[src/rtl/spi_word_pkg.sv]
package spi_word_pkg;

    typedef enum logic [1:0] {
        ST_IDLE,
        ST_LEAD,
        ST_TRAIL
    } xfer_state_t;

    typedef struct packed {
        logic cpol;
        logic cpha;
    } spi_mode_t;

endpackage

[src/rtl/spi_word_seq.sv]
module spi_word_seq
    import spi_word_pkg::*;
#(
    parameter int W = 8
) (
    input  logic      clk,
    input  logic      rst,
    input  logic      step_en,
    input  logic      start,
    input  spi_mode_t mode_in,
    output logic      accept_o,
    output logic      lead_o,
    output logic      trail_o,
    output logic      final_o,
    output logic      run_cpha_o,
    output logic      sclk_o,
    output logic      ready_o
);
    localparam int CW = (W > 1) ? $clog2(W) : 1;
    localparam logic [CW-1:0] LAST_IDX = CW'(W - 1);

    xfer_state_t    state_q, state_d;
    logic [CW-1:0]  bit_q;
    logic           run_cpha_q;
    logic           sclk_q;
    logic           ready_q;
    logic           last_bit;

    assign last_bit = (bit_q == LAST_IDX);
    assign accept_o = (state_q == ST_IDLE) && start;
    assign lead_o   = (state_q == ST_LEAD) && step_en;
    assign trail_o  = (state_q == ST_TRAIL) && step_en;
    assign final_o  = trail_o && last_bit;

    // next-state logic
    always_comb begin
        state_d = state_q;
        unique case (state_q)
            ST_IDLE:  if (accept_o) state_d = ST_LEAD;
            ST_LEAD:  if (step_en)  state_d = ST_TRAIL;
            ST_TRAIL: if (step_en)  state_d = last_bit ? ST_IDLE : ST_LEAD;
            default:  state_d = ST_IDLE;
        endcase
    end

    // state register
    always_ff @(posedge clk) begin
        if (rst) state_q <= ST_IDLE;
        else     state_q <= state_d;
    end

    // registered outputs and bit counter
    always_ff @(posedge clk) begin
        if (rst) begin
            sclk_q     <= mode_in.cpol;
            ready_q    <= 1'b1;
            bit_q      <= '0;
            run_cpha_q <= 1'b0;
        end else begin
            unique case (state_q)
                ST_IDLE: begin
                    sclk_q <= mode_in.cpol;
                    if (accept_o) begin
                        ready_q    <= 1'b0;
                        bit_q      <= '0;
                        run_cpha_q <= mode_in.cpha;
                    end
                end
                ST_LEAD: begin
                    if (step_en) sclk_q <= ~sclk_q;
                end
                ST_TRAIL: begin
                    if (step_en) begin
                        sclk_q <= ~sclk_q;
                        if (last_bit) ready_q <= 1'b1;
                        else          bit_q   <= bit_q + 1'b1;
                    end
                end
                default: ;
            endcase
        end
    end

    assign run_cpha_o = run_cpha_q;
    assign sclk_o     = sclk_q;
    assign ready_o    = ready_q;

endmodule

[src/rtl/spi_word_datapath.sv]
module spi_word_datapath #(
    parameter int W = 8
) (
    input  logic         clk,
    input  logic         rst,
    input  logic         accept,
    input  logic         cpha_now,
    input  logic         cpha_run,
    input  logic         lead,
    input  logic         trail,
    input  logic         final_bit,
    input  logic         miso,
    input  logic [W-1:0] tx_word,
    output logic         mosi,
    output logic [W-1:0] rx_word
);
    logic [W-1:0] tx_sh;
    logic [W-1:0] rx_sh;
    logic [W-1:0] rx_in;
    logic         mosi_q;
    logic [W-1:0] rx_word_q;

    assign rx_in = {rx_sh[W-2:0], miso};

    always_ff @(posedge clk) begin
        if (rst) begin
            tx_sh     <= '0;
            rx_sh     <= '0;
            mosi_q    <= 1'b0;
            rx_word_q <= '0;
        end else if (accept) begin
            tx_sh <= tx_word;
            rx_sh <= '0;
            if (!cpha_now) mosi_q <= tx_word[W-1];
        end else if (lead) begin
            if (!cpha_run) rx_sh  <= rx_in;
            else           mosi_q <= tx_sh[W-1];
        end else if (trail) begin
            tx_sh <= {tx_sh[W-2:0], 1'b0};
            if (!cpha_run) begin
                if (final_bit) rx_word_q <= rx_sh;
                else           mosi_q    <= tx_sh[W-2];
            end else begin
                rx_sh <= rx_in;
                if (final_bit) rx_word_q <= rx_in;
            end
        end
    end

    assign mosi    = mosi_q;
    assign rx_word = rx_word_q;

endmodule

[src/rtl/spi_word_master.sv]
module spi_word_master
    import spi_word_pkg::*;
#(
    parameter int W = 8
) (
    input  logic         clk,
    input  logic         rst,
    input  logic         step_en,
    input  logic         cpol,
    input  logic         cpha,
    input  logic         start,
    input  logic [W-1:0] tx_word,
    input  logic         miso,
    output logic         sclk,
    output logic         mosi,
    output logic         ready,
    output logic [W-1:0] rx_word
);
    spi_mode_t mode_now;
    logic accept, lead, trail, final_bit, cpha_run;

    assign mode_now = '{cpol: cpol, cpha: cpha};

    spi_word_seq #(.W(W)) u_seq (
        .clk        (clk),
        .rst        (rst),
        .step_en    (step_en),
        .start      (start),
        .mode_in    (mode_now),
        .accept_o   (accept),
        .lead_o     (lead),
        .trail_o    (trail),
        .final_o    (final_bit),
        .run_cpha_o (cpha_run),
        .sclk_o     (sclk),
        .ready_o    (ready)
    );

    spi_word_datapath #(.W(W)) u_dp (
        .clk       (clk),
        .rst       (rst),
        .accept    (accept),
        .cpha_now  (cpha),
        .cpha_run  (cpha_run),
        .lead      (lead),
        .trail     (trail),
        .final_bit (final_bit),
        .miso      (miso),
        .tx_word   (tx_word),
        .mosi      (mosi),
        .rx_word   (rx_word)
    );

endmodule

[config.mk]
export PLATFORM = sky130hd
export DESIGN_NAME = spi_word_master
export DESIGN_NICKNAME = d
export VERILOG_FILES = /design/src/rtl/spi_word_pkg.sv /design/src/rtl/spi_word_seq.sv /design/src/rtl/spi_word_datapath.sv /design/src/rtl/spi_word_master.sv
export SDC_FILE = /design/constraint.sdc
export NUM_CORES = 1
export LEC_CHECK = 0
export BUFFER_PORTS_ARGS = -buffer_cell sky130_fd_sc_hd__buf_2
export CORE_ASPECT_RATIO = 0.75
export CORE_UTILIZATION = 55
export DETAILED_ROUTE_END_ITERATION = 8
export PLACE_DENSITY_LB_ADDON = 0.12
export SLEW_MARGIN = 40
export SYNTH_ARGS = -nofsm -noshare
export SYNTH_HDL_FRONTEND = slang
export SYNTH_SLANG_ARGS = --single-unit
[constraint.sdc]
create_clock -name clk -period 2.47 [get_ports clk]
set_clock_uncertainty 0.15 [all_clocks]
set_input_delay 0.247 -clock clk [delete_from_list [all_inputs] [get_ports clk]]
set_output_delay 0.247 -clock clk [all_outputs]
set_load 0.03 [all_outputs]
==> results of run 1 <==
## sequential cells by signal, summed over array words and instances (netlist names)
name / flops
u_dp.rx_sh: 8
u_dp.rx_word: 8
u_dp.tx_sh: 8
u_seq.bit_q: 3
u_seq.state_q: 2
u_dp.mosi: 1
u_seq.ready_o: 1
u_seq.run_cpha_o: 1
u_seq.sclk_o: 1
## layer usage
metal	share of wire [%]	up-vias
met5	0	-
met2	44	28
met4	1.1	0
li1	-	670
met3	4.5	5
met1	51	624
## cell usage after synthesis
cell      count
buf_6         2
o21ai_0       3
inv_1         6
nor2b_1       2
nand3_1      12
nor3_1        1
o21ai_4       1
clkbuf_1      4
a21oi_2       1
o31ai_1       1
mux2i_1      22
and4_4        1
o211ai_1      1
a211oi_2      2
ha_1          7
a311oi_1      6
nand2b_1      3
a31oi_1       2
nor2_1       25
nand2_1      13
a21oi_1       7
and3b_1       1
buf_2         4
nor2b_2       1
edfxtp_1      1
nand4b_1      2
buf_8         1
a22oi_1       1
o22ai_1       2
dfxtp_1      32
a211oi_1      6
buf_4         1
mux2_2        1
nor2_2        2
## area by class of cell
cell class	instances	area share, %
clock buffers	6	4.00
inverters	6	1.24
flip-flops and latches	33	36.9
multi-input cells	126	47.5
well taps	36	2.48
clock inverters	2	0.551
repair buffers	26	7.31
## power breakdown
group / internal (W) / leakage, nW / total (W) / switching, W
Clock: 0.000195 / 0.0450 / 0.000391 / 0.000196
Sequential: 0.000608 / 0.271 / 0.000667 / 0.0000582
Combinational: 0.000200 / 0.457 / 0.000506 / 0.000306
## worst register-to-register path: cells and delay by family, from the launching register on
kind	cells	cell delay (ps)
buf+inv	1	90
compound gates	1	220
simple gates	3	890
fa+ha+maj	1	380
flops	1	350
## cells in the final DEF, fill, tap and decap left out, drive strengths merged
cell    synthesis  routed
dfxtp          32      32
nor2           27      27
buf             8      26
mux2i          22      22
nand2          13      13
nand3          12      12
a21oi           8       8
a211oi          8       8
ha              7       7
inv             6       6
a311oi          6       6
clkbuf          4       6
o21ai           4       4
nand2b          3       3
nor2b           3       3
nand4b          2       2
a31oi           2       2
o22ai           2       2
clkinv          0       2
o211ai          1       1
o31ai           1       1
and3b           1       1
and4            1       1
a22oi           1       1
mux2            1       1
nor3            1       1
edfxtp          1       1
## worst max path at each step
stage	slack [ps]	to	depth (start not counted)
after CTS	300	u_dp.rx_word[3]	6
final	300	u_dp.rx_word[3]	6
after global placement	440	u_dp.rx_word[7]	6
after detailed placement	320	u_dp.rx_word[3]	6
after global routing	40	u_dp.rx_word[3]	6
after floorplan	650	u_dp.rx_sh[0]	7
## kinds of logic (layout without fill, tap and decap cells)
family          Yosys count  count (layout)  synth area share, %
compound gates           33              33                 15.0
simple gates             63              63                 18.2
buf+inv                  18              40                 6.27
flops                    33              33                 41.0
fa+ha+maj                 7               7                 5.36
mux                      23              23                 14.2
## through the flow
step | hold WS, ps | setup WS, ps
2_1_floorplan | 241 | 653
3_3_place_gp | 317 | 444
4_1_cts | 68.8 | 300
6_report | 72.4 | 303
5_1_grt | 68.4 | 37.9
3_5_place_dp | 323 | 322
==> impl_metrics.toml, run 1 <==
[run_status]
status = "complete, no violations"

[final_layout]
num-fill-cells = 242
regArea_um2 = 671
multiInputGateArea_um2 = 862
stdcell_count = 235
drive_above_1_share_pct = 21.1
n_antenna_cell = 0
design_area_mm2 = 0.00182
area_growth_syn_to_layout_pct = 11.0
final_nets = 220
finalCoreUtilization_pct = 66.7

[min_path]
worstHoldEndpoint = "u_seq.run_cpha_o"
min-delay-start = "cpha"
holdPathStages = 3
hp-class = "input pin to register"

[drt]
wirelength_um = 3330
drc = 0
vias = 1327
wl_per_cell_um = 14.1
drtPass1Iterations = 4
vias_per_cell = 5.65
antenna_left = 0
drtIter0Drc = 110

[global_route]
grt_max_degree = 26
grt_pass1_vias = 1263
global_route.overflow_total = 0
antenna_found_initial = 0
grt-busiest-layer = "met2"
grt.met2_usage_pct = 36.1
met3_usage_pct = 9.11
grt_pass1_wl_um = 5820
grt_usage_pct = 24.2
met1_usage_pct = 32.3

[clocking]
clk_pin_slew_ps = 70
worstSkewPairLatency_ps = 290
ctsHoldBuffers = 0
clkSinkCount = 33
htreeDepth = 2
cts_setup_buffers = 0
tritoncts = "yes"
cts_resized = 0
cts_inserted_buffers = 5
cts_buffer_depth = 2
root_buffer = "clkbuf_8"

[critical_path]
r2r_start = "u_seq.state_q[0]"
startpoint = "u_seq.state_q[0]"
worstReg2RegEnd = "u_dp.rx_word[3]"
ff2ff_path_depth = 6
cp_top_family = "simple AND/OR/NAND/NOR gates"
worstPathRequired_ps = 2520
max_stage_delay_ps = 410
crit_chain = "inv_1 -> ha_1 -> nor2b_2 -> and4_4 -> nor2_1 -> a211oi_1"
critPathArrivalTime_ps = 2220
cp_slowest_cell = "nor2b_2"
cp_max_fo = 16
critPathCaptureType = "register"
start_kind = "register"
cp.buffers_inverters = 1
crit_type = "register to register"
rrSetupSlack_ps = 300

[placement]
io_buffer_count = 25
dpl_cell_area_mm2 = 0.00173
dp_hpwl_um = 2350
dp_cells = 227
gp_congestion = 0.736

[floorplanning]
die_y_um = 49.2
io_pins = 26
core_area_mm2 = 0.00272
start_util_pct = 60.1
dieArea_mm2 = 0.00320
rows = 16
die_w_um = 65.0

[sta]
setup_viol = 0
fin_crit_sh_pct = 87.8
totalNegativeSetupSlack_ps = 0
max_freq_mhz = 461
finalHoldViolCount = 0
rsz0062_at_grt = "no"
maxSlewViolCount = 0
worst_pin_slew_ps = 582
final.min_clock_period_ps = 2170
slew_headroom_pct = 61.2

[run]
drv_cap = 0

[synth]
synth_top_area_cell = "dfxtp_1"
yosysWarnings = 0
synth.distinct_cells = 34
synth_top_area_share_pct = 39.2
synth-seq-cells = 33
netlist_top_cells_area = "dfxtp_1 (39%), mux2i_1 (13%), nor2_1 (5.7%)"
syn_area_mm2 = 0.00164
ys_seq_area_share_pct = 41.0
synth_area_per_cell_um2 = 9.24
synth_fp_nets = 199
post_synth_inst_count = 177

[pwr]
power_w = 0.00156
p_per_area_mw_per_mm2 = 861
leakage_nw = 0.773
worst_ir_drop_vdd_uv = 762
No activity file was read; power rests on OpenSTA's default activity.
==> run 2: changes to the inputs <==
- CAP_MARGIN: unset -> 0
- REMOVE_ABC_BUFFERS: unset -> 1
==> impl_metrics.toml, run 2 (synthesis gave the netlist of run 1 again) <==
[critical_path]
start_kind = "register"
max_stage_delay_ps = 430
path_depth = 6
ff2ff_path_depth = 6
crit_chain = "inv_1 -> ha_1 -> nor2b_2 -> and4_4 -> nor2_1 -> a211oi_1"
cp_slowest_cell = "nor2b_2"
critPathArrivalTime_ps = 2260
critPathCaptureType = "register"
worstPathRequired_ps = 2510
crit_type = "register to register"
cp.buffers_inverters = 1
cp_max_fo = 16
rrSetupSlack_ps = 250
cp_top_family = "simple AND/OR/NAND/NOR gates"

[floorplanning]
rows = 16
die_y_um = 49.2
dieArea_mm2 = 0.00320
core_area_mm2 = 0.00272
die_w_um = 65.0
io_pins = 26
start_util_pct = 60.1

[pwr]
power_w = 0.00163
leakage_nw = 0.782
worst_ir_drop_vdd_uv = 611
p_per_area_mw_per_mm2 = 887

[clocking]
clkSinkCount = 33
ctsHoldBuffers = 0
cts_buffer_depth = 2
cts_inserted_buffers = 5
tritoncts = "yes"
cts_setup_buffers = 0
worstSkewPairLatency_ps = 280
clk_pin_slew_ps = 70
root_buffer = "clkbuf_8"
htreeDepth = 2
cts_resized = 0

[placement]
dpl_cell_area_mm2 = 0.00173
gp_congestion = 0.743
dp_hpwl_um = 2220
post-place-ws_ps = 316
io_buffer_count = 25
dp_cells = 227

[final_layout]
stdcell_count = 235
final_cell_mix = "dfxtp_1 (32), nor2_1 (25), buf_2 (25)"
area_growth_syn_to_layout_pct = 12.2
drive_above_1_share_pct = 21.6
n_antenna_cell = 0
mostFrequentLayoutCell = "dfxtp_1"
design_area_mm2 = 0.00183
final_nets = 220

[sta]
setup_viol = 0
fin_crit_sh_pct = 90.0
slew_headroom_pct = 59.9
rsz0062_at_grt = "no"
maxSlewViolCount = 0
fin_ws_ps = 248
worst_pin_slew_ps = 601
final.min_clock_period_ps = 2220
max_freq_mhz = 450
totalNegativeSetupSlack_ps = 0
finalHoldViolCount = 0

[global_route]
grt_pass1_vias = 1286
antenna_found_initial = 0
grt_usage_pct = 23.3
grt_pass1_wl_um = 5690
grt_max_degree = 26
global_route.overflow_total = 0

[drt]
drtIter0Drc = 88
wl_per_cell_um = 14.1
wirelength_um = 3310
drtPass1Iterations = 5
vias = 1346
vias_per_cell = 5.73
drc = 0
antenna_left = 0

[run_status]
status = "complete, no violations"

[run]
drv_cap = 0

[min_path]
holdPathStages = 3
hp-class = "input pin to register"
[run 2: changes by cell type in the layout (fill, tap and decap cells not counted)]
cell,change
clkbuf_1,-1
clkbuf_8,+2
clkinv_2,-1
[run 2: report_power, final]
part / switching, W / total, W / internal, W
Sequential: 0.0000624 / 0.000671 / 0.000609
Combinational: 0.000312 / 0.000512 / 0.000200
Clock: 0.000193 / 0.000444 / 0.000252
[run 2: cell type report]
| class | instances | area [µm²] |
|---|---|---|
| Clock buffer | 7 | 96.3 |
| Clock inverter | 1 | 5.00 |
| Fill cell | 238 | 888 |
| Inverter | 6 | 22.5 |
| Multi-Input combinational cell | 126 | 862 |
| Sequential cell | 33 | 671 |
| Tap cell | 36 | 45.0 |
| Timing Repair Buffer | 26 | 133 |
[run 2: path summary, 6_finish.rpt]
kind,from,end
setup reg to reg,u_seq.state_q[0],u_dp.rx_word[7]
hold / removal,tx_word[0],u_dp.tx_sh[0]
hold reg to reg,u_dp.tx_sh[0],u_dp.tx_sh[0]
setup / recovery,u_seq.state_q[0],u_dp.rx_word[7]
[run 2: per-stage QoR]
stage,utilization (%),hold slack [ps]
6_report,67.4,78.7
3_3_place_gp,63.6,307
2_1_floorplan,-,162
4_1_cts,67.4,76.8
3_5_place_dp,63.6,321
5_1_grt,67.4,99.3
[run 2: worst min-delay path, cell delays in order]
cell and delay, ps:
buf_2 90, nand3_1 70, a21oi_1 50
[run 2: layer usage]
layer	vias to the layer above	share of wire [%]	global-route usage (%)	routed length, µm
li1	667	-	-	-
met3	7	4.4	6.78	146
met2	35	46	36.5	1520
met4	0	1.2	8.52	39
met1	637	48	30.3	1600
met5	-	0	0	0
